<file path="config.mk">
export PLATFORM = sky130hd
export DESIGN_NAME = burst_replay_ctrl
export DESIGN_NICKNAME = d
export VERILOG_FILES = /design/src/rtl/brc_pkg.sv /design/src/rtl/brc_buf_ram.sv /design/src/rtl/brc_fill_ctrl.sv /design/src/rtl/brc_start_gate.sv /design/src/rtl/brc_play_ctrl.sv /design/src/rtl/burst_replay_ctrl.sv
export SDC_FILE = /design/constraint.sdc
export NUM_CORES = 1
export LEC_CHECK = 0
export BUFFER_PORTS_ARGS = -buffer_cell sky130_fd_sc_hd__buf_2
export CAP_MARGIN = 20
export CORE_MARGIN = 8
export CORE_UTILIZATION = 40
export DETAILED_ROUTE_END_ITERATION = 8
export HOLD_SLACK_MARGIN = 0.02
export PLACE_DENSITY = 0.6
export SLEW_MARGIN = 15
export SYNTH_ARGS = -nofsm -noshare
export SYNTH_HDL_FRONTEND = slang
export SYNTH_SLANG_ARGS = --single-unit
</file>
<file path="constraint.sdc">
create_clock -name clk -period 6.3 [get_ports clk]
set_input_delay 1.89 -clock clk [delete_from_list [all_inputs] [get_ports clk]]
set_output_delay 1.89 -clock clk [all_outputs]
set_load 0.02 [all_outputs]
</file>
<file path="src/rtl/brc_pkg.sv">
// Shared types for the burst replay controller.
// Assumes: the state codes below are visible on debug ports and must not change.
package brc_pkg;

    typedef enum logic [1:0] {
        WR_IDLE = 2'd0,
        WR_FILL = 2'd1,
        WR_DONE = 2'd2
    } wr_st_t;

    typedef enum logic [1:0] {
        RD_WAIT = 2'd0,
        RD_PLAY = 2'd1,
        RD_HALT = 2'd2
    } rd_st_t;

    localparam logic [1:0] SYNC_AUTO = 2'd0;
    localparam logic [1:0] SYNC_HW   = 2'd1;
    localparam logic [1:0] SYNC_SW   = 2'd2;

endpackage

</file>
<file path="src/rtl/brc_buf_ram.sv">
// Buffer storage: one synchronous write port and one combinational read port.
// Assumes: the read side only addresses words that the fill side has written.
module brc_buf_ram #(
    parameter int DATA_W = 32,
    parameter int DEPTH  = 16,
    parameter int ADDR_W = 4
) (
    input  logic              clk,
    input  logic              we,
    input  logic [ADDR_W-1:0] waddr,
    input  logic [DATA_W-1:0] wdata,
    input  logic [ADDR_W-1:0] raddr,
    output logic [DATA_W-1:0] rdata
);

    logic [DATA_W-1:0] mem [DEPTH];

    // Store the accepted source word.
    always_ff @(posedge clk) begin
        if (we) begin
            mem[waddr] <= wdata;
        end
    end

    assign rdata = mem[raddr];

endmodule

</file>
<file path="src/rtl/brc_fill_ctrl.sv">
// Fill-side sequencer: accepts source beats into the buffer and records the
// index of the final stored word.
// Assumes: clr is the restart/soft-reset strobe and arm is set only when a
// restart request is not overridden by the soft reset.
module brc_fill_ctrl
    import brc_pkg::*;
#(
    parameter int DEPTH  = 16,
    parameter int ADDR_W = 4
) (
    input  logic              clk,
    input  logic              rst_n,
    input  logic              clr,
    input  logic              arm,
    input  logic              s_valid,
    input  logic              s_last,
    input  logic              cut,
    output logic              s_ready,
    output logic              we,
    output logic [ADDR_W-1:0] waddr,
    output logic [ADDR_W-1:0] last_addr,
    output logic              has_data,
    output wr_st_t            state
);

    localparam logic [ADDR_W-1:0] TOP_ADDR = ADDR_W'(DEPTH - 1);
    localparam logic [ADDR_W-1:0] ONE      = ADDR_W'(1);

    wr_st_t            state_q;
    logic [ADDR_W-1:0] waddr_q;
    logic [ADDR_W-1:0] last_q;

    assign s_ready   = (state_q != WR_IDLE);
    assign we        = (state_q == WR_FILL) && s_valid && !clr;
    assign has_data  = (waddr_q != '0);
    assign waddr     = waddr_q;
    assign last_addr = last_q;
    assign state     = state_q;

    // Advance the write pointer and close the fill on end flag, full or cut.
    always_ff @(posedge clk) begin
        if (!rst_n) begin
            state_q <= WR_IDLE;
            waddr_q <= '0;
            last_q  <= '0;
        end else if (clr) begin
            state_q <= arm ? WR_FILL : WR_IDLE;
            waddr_q <= '0;
            last_q  <= '0;
        end else if (state_q == WR_FILL) begin
            if (we) begin
                waddr_q <= waddr_q + ONE;
                if (s_last || (waddr_q == TOP_ADDR) || cut) begin
                    state_q <= WR_DONE;
                    last_q  <= waddr_q;
                end
            end else if (cut) begin
                state_q <= WR_DONE;
                last_q  <= waddr_q - ONE;
            end
        end
    end


    full_chk: assert property (@(posedge clk) disable iff (!rst_n || clr)
        (state_q == WR_FILL) && we && (waddr_q == TOP_ADDR) |=> (state_q == WR_DONE));


    cut_chk: assert property (@(posedge clk) disable iff (!rst_n || clr)
        (state_q == WR_FILL) && cut |=> (state_q == WR_DONE));

endmodule

</file>
<file path="src/rtl/brc_start_gate.sv">
// Start decoder: turns the start mode and the trigger pulses into a fill cut
// and a replay start.
// Assumes: all inputs are synchronous to the controller clock.
module brc_start_gate
    import brc_pkg::*;
(
    input  logic [1:0] sync_mode,
    input  logic       ext_sync,
    input  logic       sw_trig,
    input  logic       filling,
    input  logic       has_data,
    input  logic       beat_in,
    input  logic       buf_done,
    input  logic       rd_wait,
    output logic       cut,
    output logic       start
);

    logic done_go;

    // Hardware sync closes a fill early once at least one word is in.
    assign cut = (sync_mode == SYNC_HW) && ext_sync && filling && (has_data || beat_in);

    // Pick the start condition for a completed buffer.
    always_comb begin
        unique case (sync_mode)
            SYNC_AUTO: done_go = buf_done;
            SYNC_HW:   done_go = buf_done && ext_sync;
            SYNC_SW:   done_go = buf_done && sw_trig;
            default:   done_go = 1'b0;
        endcase
    end

    assign start = rd_wait && (cut || done_go);

endmodule

</file>
<file path="src/rtl/brc_play_ctrl.sv">
// Replay sequencer: reads the buffer into a registered output stage, honours
// sink back-pressure, loops or halts at the last stored word.
// Assumes: last_addr is stable whenever replay is active.
module brc_play_ctrl
    import brc_pkg::*;
#(
    parameter int DATA_W = 32,
    parameter int ADDR_W = 4
) (
    input  logic              clk,
    input  logic              rst_n,
    input  logic              clr,
    input  logic              start,
    input  logic              oneshot,
    input  logic              m_ready,
    input  logic [ADDR_W-1:0] last_addr,
    input  logic [DATA_W-1:0] rdata,
    output logic [ADDR_W-1:0] raddr,
    output logic              m_valid,
    output logic [DATA_W-1:0] m_data,
    output rd_st_t            state
);

    localparam logic [ADDR_W-1:0] ONE = ADDR_W'(1);

    rd_st_t            state_q;
    logic [ADDR_W-1:0] raddr_q;
    logic              fin_q;
    logic              m_valid_q;
    logic [DATA_W-1:0] m_data_q;
    logic              load;

    assign load    = !m_valid_q || m_ready;
    assign raddr   = raddr_q;
    assign m_valid = m_valid_q;
    assign m_data  = m_data_q;
    assign state   = state_q;

    // Step through the buffer each time the output stage is free.
    always_ff @(posedge clk) begin
        if (!rst_n || clr) begin
            state_q   <= RD_WAIT;
            raddr_q   <= '0;
            fin_q     <= 1'b0;
            m_valid_q <= 1'b0;
            m_data_q  <= '0;
        end else begin
            unique case (state_q)
                RD_WAIT: begin
                    if (start) begin
                        state_q <= RD_PLAY;
                        raddr_q <= '0;
                        fin_q   <= 1'b0;
                    end
                end
                RD_PLAY: begin
                    if (load) begin
                        if (!fin_q) begin
                            m_valid_q <= 1'b1;
                            m_data_q  <= rdata;
                            if (raddr_q == last_addr) begin
                                if (oneshot) begin
                                    fin_q <= 1'b1;
                                end else begin
                                    raddr_q <= '0;
                                end
                            end else begin
                                raddr_q <= raddr_q + ONE;
                            end
                        end else begin
                            m_valid_q <= 1'b0;
                            state_q   <= RD_HALT;
                        end
                    end
                end
                default: begin
                    state_q <= RD_HALT;
                end
            endcase
        end
    end


    hold_chk: assert property (@(posedge clk) disable iff (!rst_n || clr)
        m_valid_q && !m_ready |=> m_valid_q && $stable(m_data_q));


    halt_chk: assert property (@(posedge clk) disable iff (!rst_n || clr)
        (state_q == RD_HALT) |-> !m_valid_q);

endmodule

</file>
<file path="src/rtl/burst_replay_ctrl.sv">
// Top of the burst replay controller: buffer, fill side, start decoder and
// replay side.
// Assumes: single clock; depth is at least 2; sink and source follow a
// valid/ready handshake.
module burst_replay_ctrl
    import brc_pkg::*;
#(
    parameter int DATA_W = 32,
    parameter int DEPTH  = 16
) (
    input  logic              clk,
    input  logic              rst_n,
    input  logic              soft_rst_n,
    input  logic              init_req,
    input  logic [1:0]        sync_mode,
    input  logic              oneshot,
    input  logic              ext_sync,
    input  logic              sw_trig,
    input  logic              s_valid,
    output logic              s_ready,
    input  logic [DATA_W-1:0] s_data,
    input  logic              s_last,
    output logic              m_valid,
    input  logic              m_ready,
    output logic [DATA_W-1:0] m_data,
    output logic [1:0]        wr_state,
    output logic [1:0]        rd_state
);

    localparam int ADDR_W = (DEPTH > 1) ? $clog2(DEPTH) : 1;

    logic              clr;
    logic              arm;
    logic              we;
    logic [ADDR_W-1:0] waddr;
    logic [ADDR_W-1:0] raddr;
    logic [ADDR_W-1:0] last_addr;
    logic [DATA_W-1:0] rdata;
    logic              has_data;
    logic              cut;
    logic              start;
    wr_st_t            wst;
    rd_st_t            rst;

    assign clr = !soft_rst_n || init_req;
    assign arm = soft_rst_n && init_req;

    brc_buf_ram #(.DATA_W(DATA_W), .DEPTH(DEPTH), .ADDR_W(ADDR_W)) ram_i (
        .clk   (clk),
        .we    (we),
        .waddr (waddr),
        .wdata (s_data),
        .raddr (raddr),
        .rdata (rdata)
    );

    brc_fill_ctrl #(.DEPTH(DEPTH), .ADDR_W(ADDR_W)) fill_i (
        .clk       (clk),
        .rst_n     (rst_n),
        .clr       (clr),
        .arm       (arm),
        .s_valid   (s_valid),
        .s_last    (s_last),
        .cut       (cut),
        .s_ready   (s_ready),
        .we        (we),
        .waddr     (waddr),
        .last_addr (last_addr),
        .has_data  (has_data),
        .state     (wst)
    );

    brc_start_gate gate_i (
        .sync_mode (sync_mode),
        .ext_sync  (ext_sync),
        .sw_trig   (sw_trig),
        .filling   (wst == WR_FILL),
        .has_data  (has_data),
        .beat_in   (we),
        .buf_done  (wst == WR_DONE),
        .rd_wait   (rst == RD_WAIT),
        .cut       (cut),
        .start     (start)
    );

    brc_play_ctrl #(.DATA_W(DATA_W), .ADDR_W(ADDR_W)) play_i (
        .clk       (clk),
        .rst_n     (rst_n),
        .clr       (clr),
        .start     (start),
        .oneshot   (oneshot),
        .m_ready   (m_ready),
        .last_addr (last_addr),
        .rdata     (rdata),
        .raddr     (raddr),
        .m_valid   (m_valid),
        .m_data    (m_data),
        .state     (rst)
    );

    assign wr_state = wst;
    assign rd_state = rst;


    rsvd_chk: assert property (@(posedge clk) disable iff (!rst_n || clr)
        (rd_state == 2'd0) && (sync_mode == 2'd3) |=> (rd_state == 2'd0));


    sw_hold_chk: assert property (@(posedge clk) disable iff (!rst_n || clr)
        (rd_state == 2'd0) && (sync_mode == 2'd2) && !sw_trig |=> (rd_state == 2'd0));


    auto_go_chk: assert property (@(posedge clk) disable iff (!rst_n || clr)
        (rd_state == 2'd0) && (wr_state == 2'd2) && (sync_mode == 2'd0) |=> (rd_state == 2'd1));

endmodule

</file>
==> flow_metrics.env <==
export IMPL_ys_warn_count=0
export IMPL_yosysSeqAreaShare_pct=76.3
export IMPL_power_density_nw_per_um2=299
export IMPL_cp_required_ns=6.56
export IMPL_core_region_area_um2=53500
export IMPL_fin_ws_ns=2.37
export IMPL_h_tree_depth=2
export IMPL_numClockSinks=562
export IMPL_drtIter0Drc=786
export IMPL_route_vias_total=10000
export IMPL_relSlewSlack_pct=34.9
export IMPL_fp_dieW_um=248
export IMPL_grt_pass1_wl_mm=68.9
export IMPL_ant_nets=0
export IMPL_cts_setup_buffers=0
export IMPL_route_detailed_drc=0
export IMPL_outcome="finished, final reports clean"
export IMPL_cts_tree="built"
export IMPL_clk_path_buf_depth=3
export IMPL_period_needed_ns=3.93
export IMPL_drv_slew=0
export IMPL_layout_cells_non_filler=1859
export IMPL_p_leak_uw=0.00788
export IMPL_avgSynthCellArea_um2=21.5
export IMPL_ir_drop_v=0.000168
export IMPL_cap_viol_max_count=0
export IMPL_nets=1169
export IMPL_rows=85
export IMPL_dieArea_um2=61400
export IMPL_fmax_mhz=255
export IMPL_routed_via_density=5.40
export IMPL_critPathKind="in2reg"
export IMPL_syn_num_nets=1055
export IMPL_place_gp_congestion=0.721
export IMPL_cpPeakStageDelay_ns=0.65
export IMPL_post_synth_inst_count=1001
export IMPL_numPortBuffers=81
export IMPL_synth_area_um2=21500
export IMPL_hold_buffers=0
export IMPL_skew_ns=0.0245
export IMPL_yosysUniqueCellTypes=41
export IMPL_finalSetupViolations=0
export IMPL_drive_gt1_share_pct=32.1
export IMPL_slowest_stage="nor2_4"
export IMPL_insertion_delay_ns=0.60
export IMPL_final_hold_violation_count=0
export IMPL_post_route_period_util_pct=62.3
export IMPL_antenna_found_initial=2
export IMPL_ys_seq_elements=562
export IMPL_grt_pass1_vias=10600
export IMPL_path_max_fanout=19
export IMPL_place_ws_ns=1.71
export IMPL_crit_arrival_ns=4.19
export IMPL_initial_core_util_pct=40.1
export IMPL_numCtsBuffers=56
export IMPL_die_h_um=248
export IMPL_wl_mm=45.5
export IMPL_async_flop_share_pct=0
export IMPL_cp_start_kind="input pin"
export IMPL_drtPass1Iterations=4
export IMPL_finalSetupTns_ns=0
export IMPL_wire_per_inst_um=24.5
export IMPL_area_growth_pct=15.6
export IMPL_synthFlopType="edfxtp_1"
export IMPL_synth_edf_count=512
export IMPL_grt_overflow=0
export IMPL_hpwl_mm=26.4
export IMPL_hp_class="reg2reg"
export IMPL_path_cells="buf_2 > nand2b_1 > nor2_1 > nand2_1 > nor2_4 > buf_4"
export IMPL_grt_max_degree=57
export IMPL_cts_repair_resized=0
export IMPL_track_usage_pct=15.0
export IMPL_worstSetupEndpointType="register"
export IMPL_rsz0062_at_grt="false"
export IMPL_fill_cells=4422
export IMPL_io_pins=82
export IMPL_worstMarginPinSlew_ns=0.976
export IMPL_clockRootBuffer="clkbuf_16"
export IMPL_placedCellCount=1750
export IMPL_clkTransAtPathRegs_ns=0.06
[critical path: cells and delay by family]
family                 cells  cell delay (ns)
buffers and inverters      2             0.58
and+or+nand+nor            4             1.70
[cell families after synthesis]
group                    after synthesis  synth area share (%)
buffers and inverters                 58                  1.37
AND/OR/NAND/NOR                      176                  3.74
adder cells (fa/ha/maj)               10                 0.583
multiplexers                         166                  17.1
flip-flops                           562                  76.3
XOR/XNOR                               9                 0.367
AO/OA/AOI/OAI                         20                 0.618
[cells in the mapped netlist, drive strengths merged (6+ instances only)]
cell,count,area [um^2]
inv,7,26.3
dfxtp,50,1000
edfxtp,512,15400
nand2,77,289
mux4,160,3600
a21oi,6,30.0
nor2,28,105
nand3,34,170
clkbuf,32,120
buf,19,148
nor3,10,50.1
ha,10,125
[where the power goes]
part           internal, uW  switching (uW)  leakage (uW)  total [uW]
clock network          1910            1360      0.000881        3260
registers              4060            1.19       0.00501        4060
logic                  19.5            68.1       0.00199        87.6
total                  5990            1430       0.00788        7410
[metrics by stage]
| stage | total power (uW) | area [um^2] | hold WS, ns | utilization (%) |
|---|---|---|---|---|
| 6_report | 7410 | 24800 | 0.437 | 46.4 |
| 5_1_grt | 7640 | 24800 | 0.459 | 46.4 |
| 4_1_cts | 7500 | 24800 | 0.443 | 46.3 |
| 3_5_place_dp | 4230 | 22900 | 0.432 | 42.9 |
| 3_3_place_gp | 4230 | 22800 | 0.426 | 42.6 |
| 2_1_floorplan | 4160 | 21500 | 0.484 | - |
[cells in the final DEF, fill, tap and decap left out, types with 4 or more instances in the layout]
master       n
edfxtp_1   512
mux4_2     160
buf_2       81
nand2_1     77
clkbuf_16   58
dfxtp_1     46
nand3_1     34
clkbuf_1    20
nor2_1      15
buf_4       15
nor2_4      13
ha_1        10
clkinv_2     9
buf_16       8
inv_1        7
a21oi_1      6
nor3_2       5
nor2b_1      5
nor3_1       5
mux2i_1      5
xor2_1       5
nand2b_1     4
nand3b_1     4
and3_1       4
xnor2_1      4
bufinv_16    4
clkinv_1     4
clkbuf_8     4
[per-layer routing]
metal | share of wire [%] | vias up | GRT usage [%]
met2 | 48 | 257 | 24.3
met1 | 44 | 5360 | 20.9
li1 | - | 4352 | -
met5 | 0.020 | - | 0
met4 | 1.7 | 2 | 3.47
met3 | 5.6 | 62 | 3.15
[flip-flops by register name, summed over array words and instances (netlist names)]
register	count
play_i.m_data	32
play_i.raddr	4
ram_i.mem	512
play_i.m_valid	1
play_i.fin_q	1
fill_i.waddr	4
fill_i.state	2
play_i.state	2
fill_i.last_addr	4
[worst paths after layout]
path,depth (start not counted),from,slack (ns),endpoint
max,6,init_req,2.37,ram_i.mem[7][8]
min reg2reg,2,play_i.m_data[13],0.44,play_i.m_data[13]
min,2,play_i.m_data[13],0.44,play_i.m_data[13]
max reg2reg,5,fill_i.state[0],3.37,ram_i.mem[7][8]
[area by class of cell]
| type | instances | area, um^2 | area share (%) |
|---|---|---|---|
| clock inverter | 23 | 236 | 0.952 |
| sequential | 562 | 16400 | 66.0 |
| tap | 696 | 871 | 3.51 |
| timing repair buffer | 107 | 798 | 3.22 |
| clock buffer | 82 | 1580 | 6.37 |
| inverter | 7 | 26.3 | 0.106 |
| multi-input combinational | 381 | 4930 | 19.8 |
| antenna | 1 | 2.50 | 0.0101 |
No activity file was read; power rests on OpenSTA's default activity.
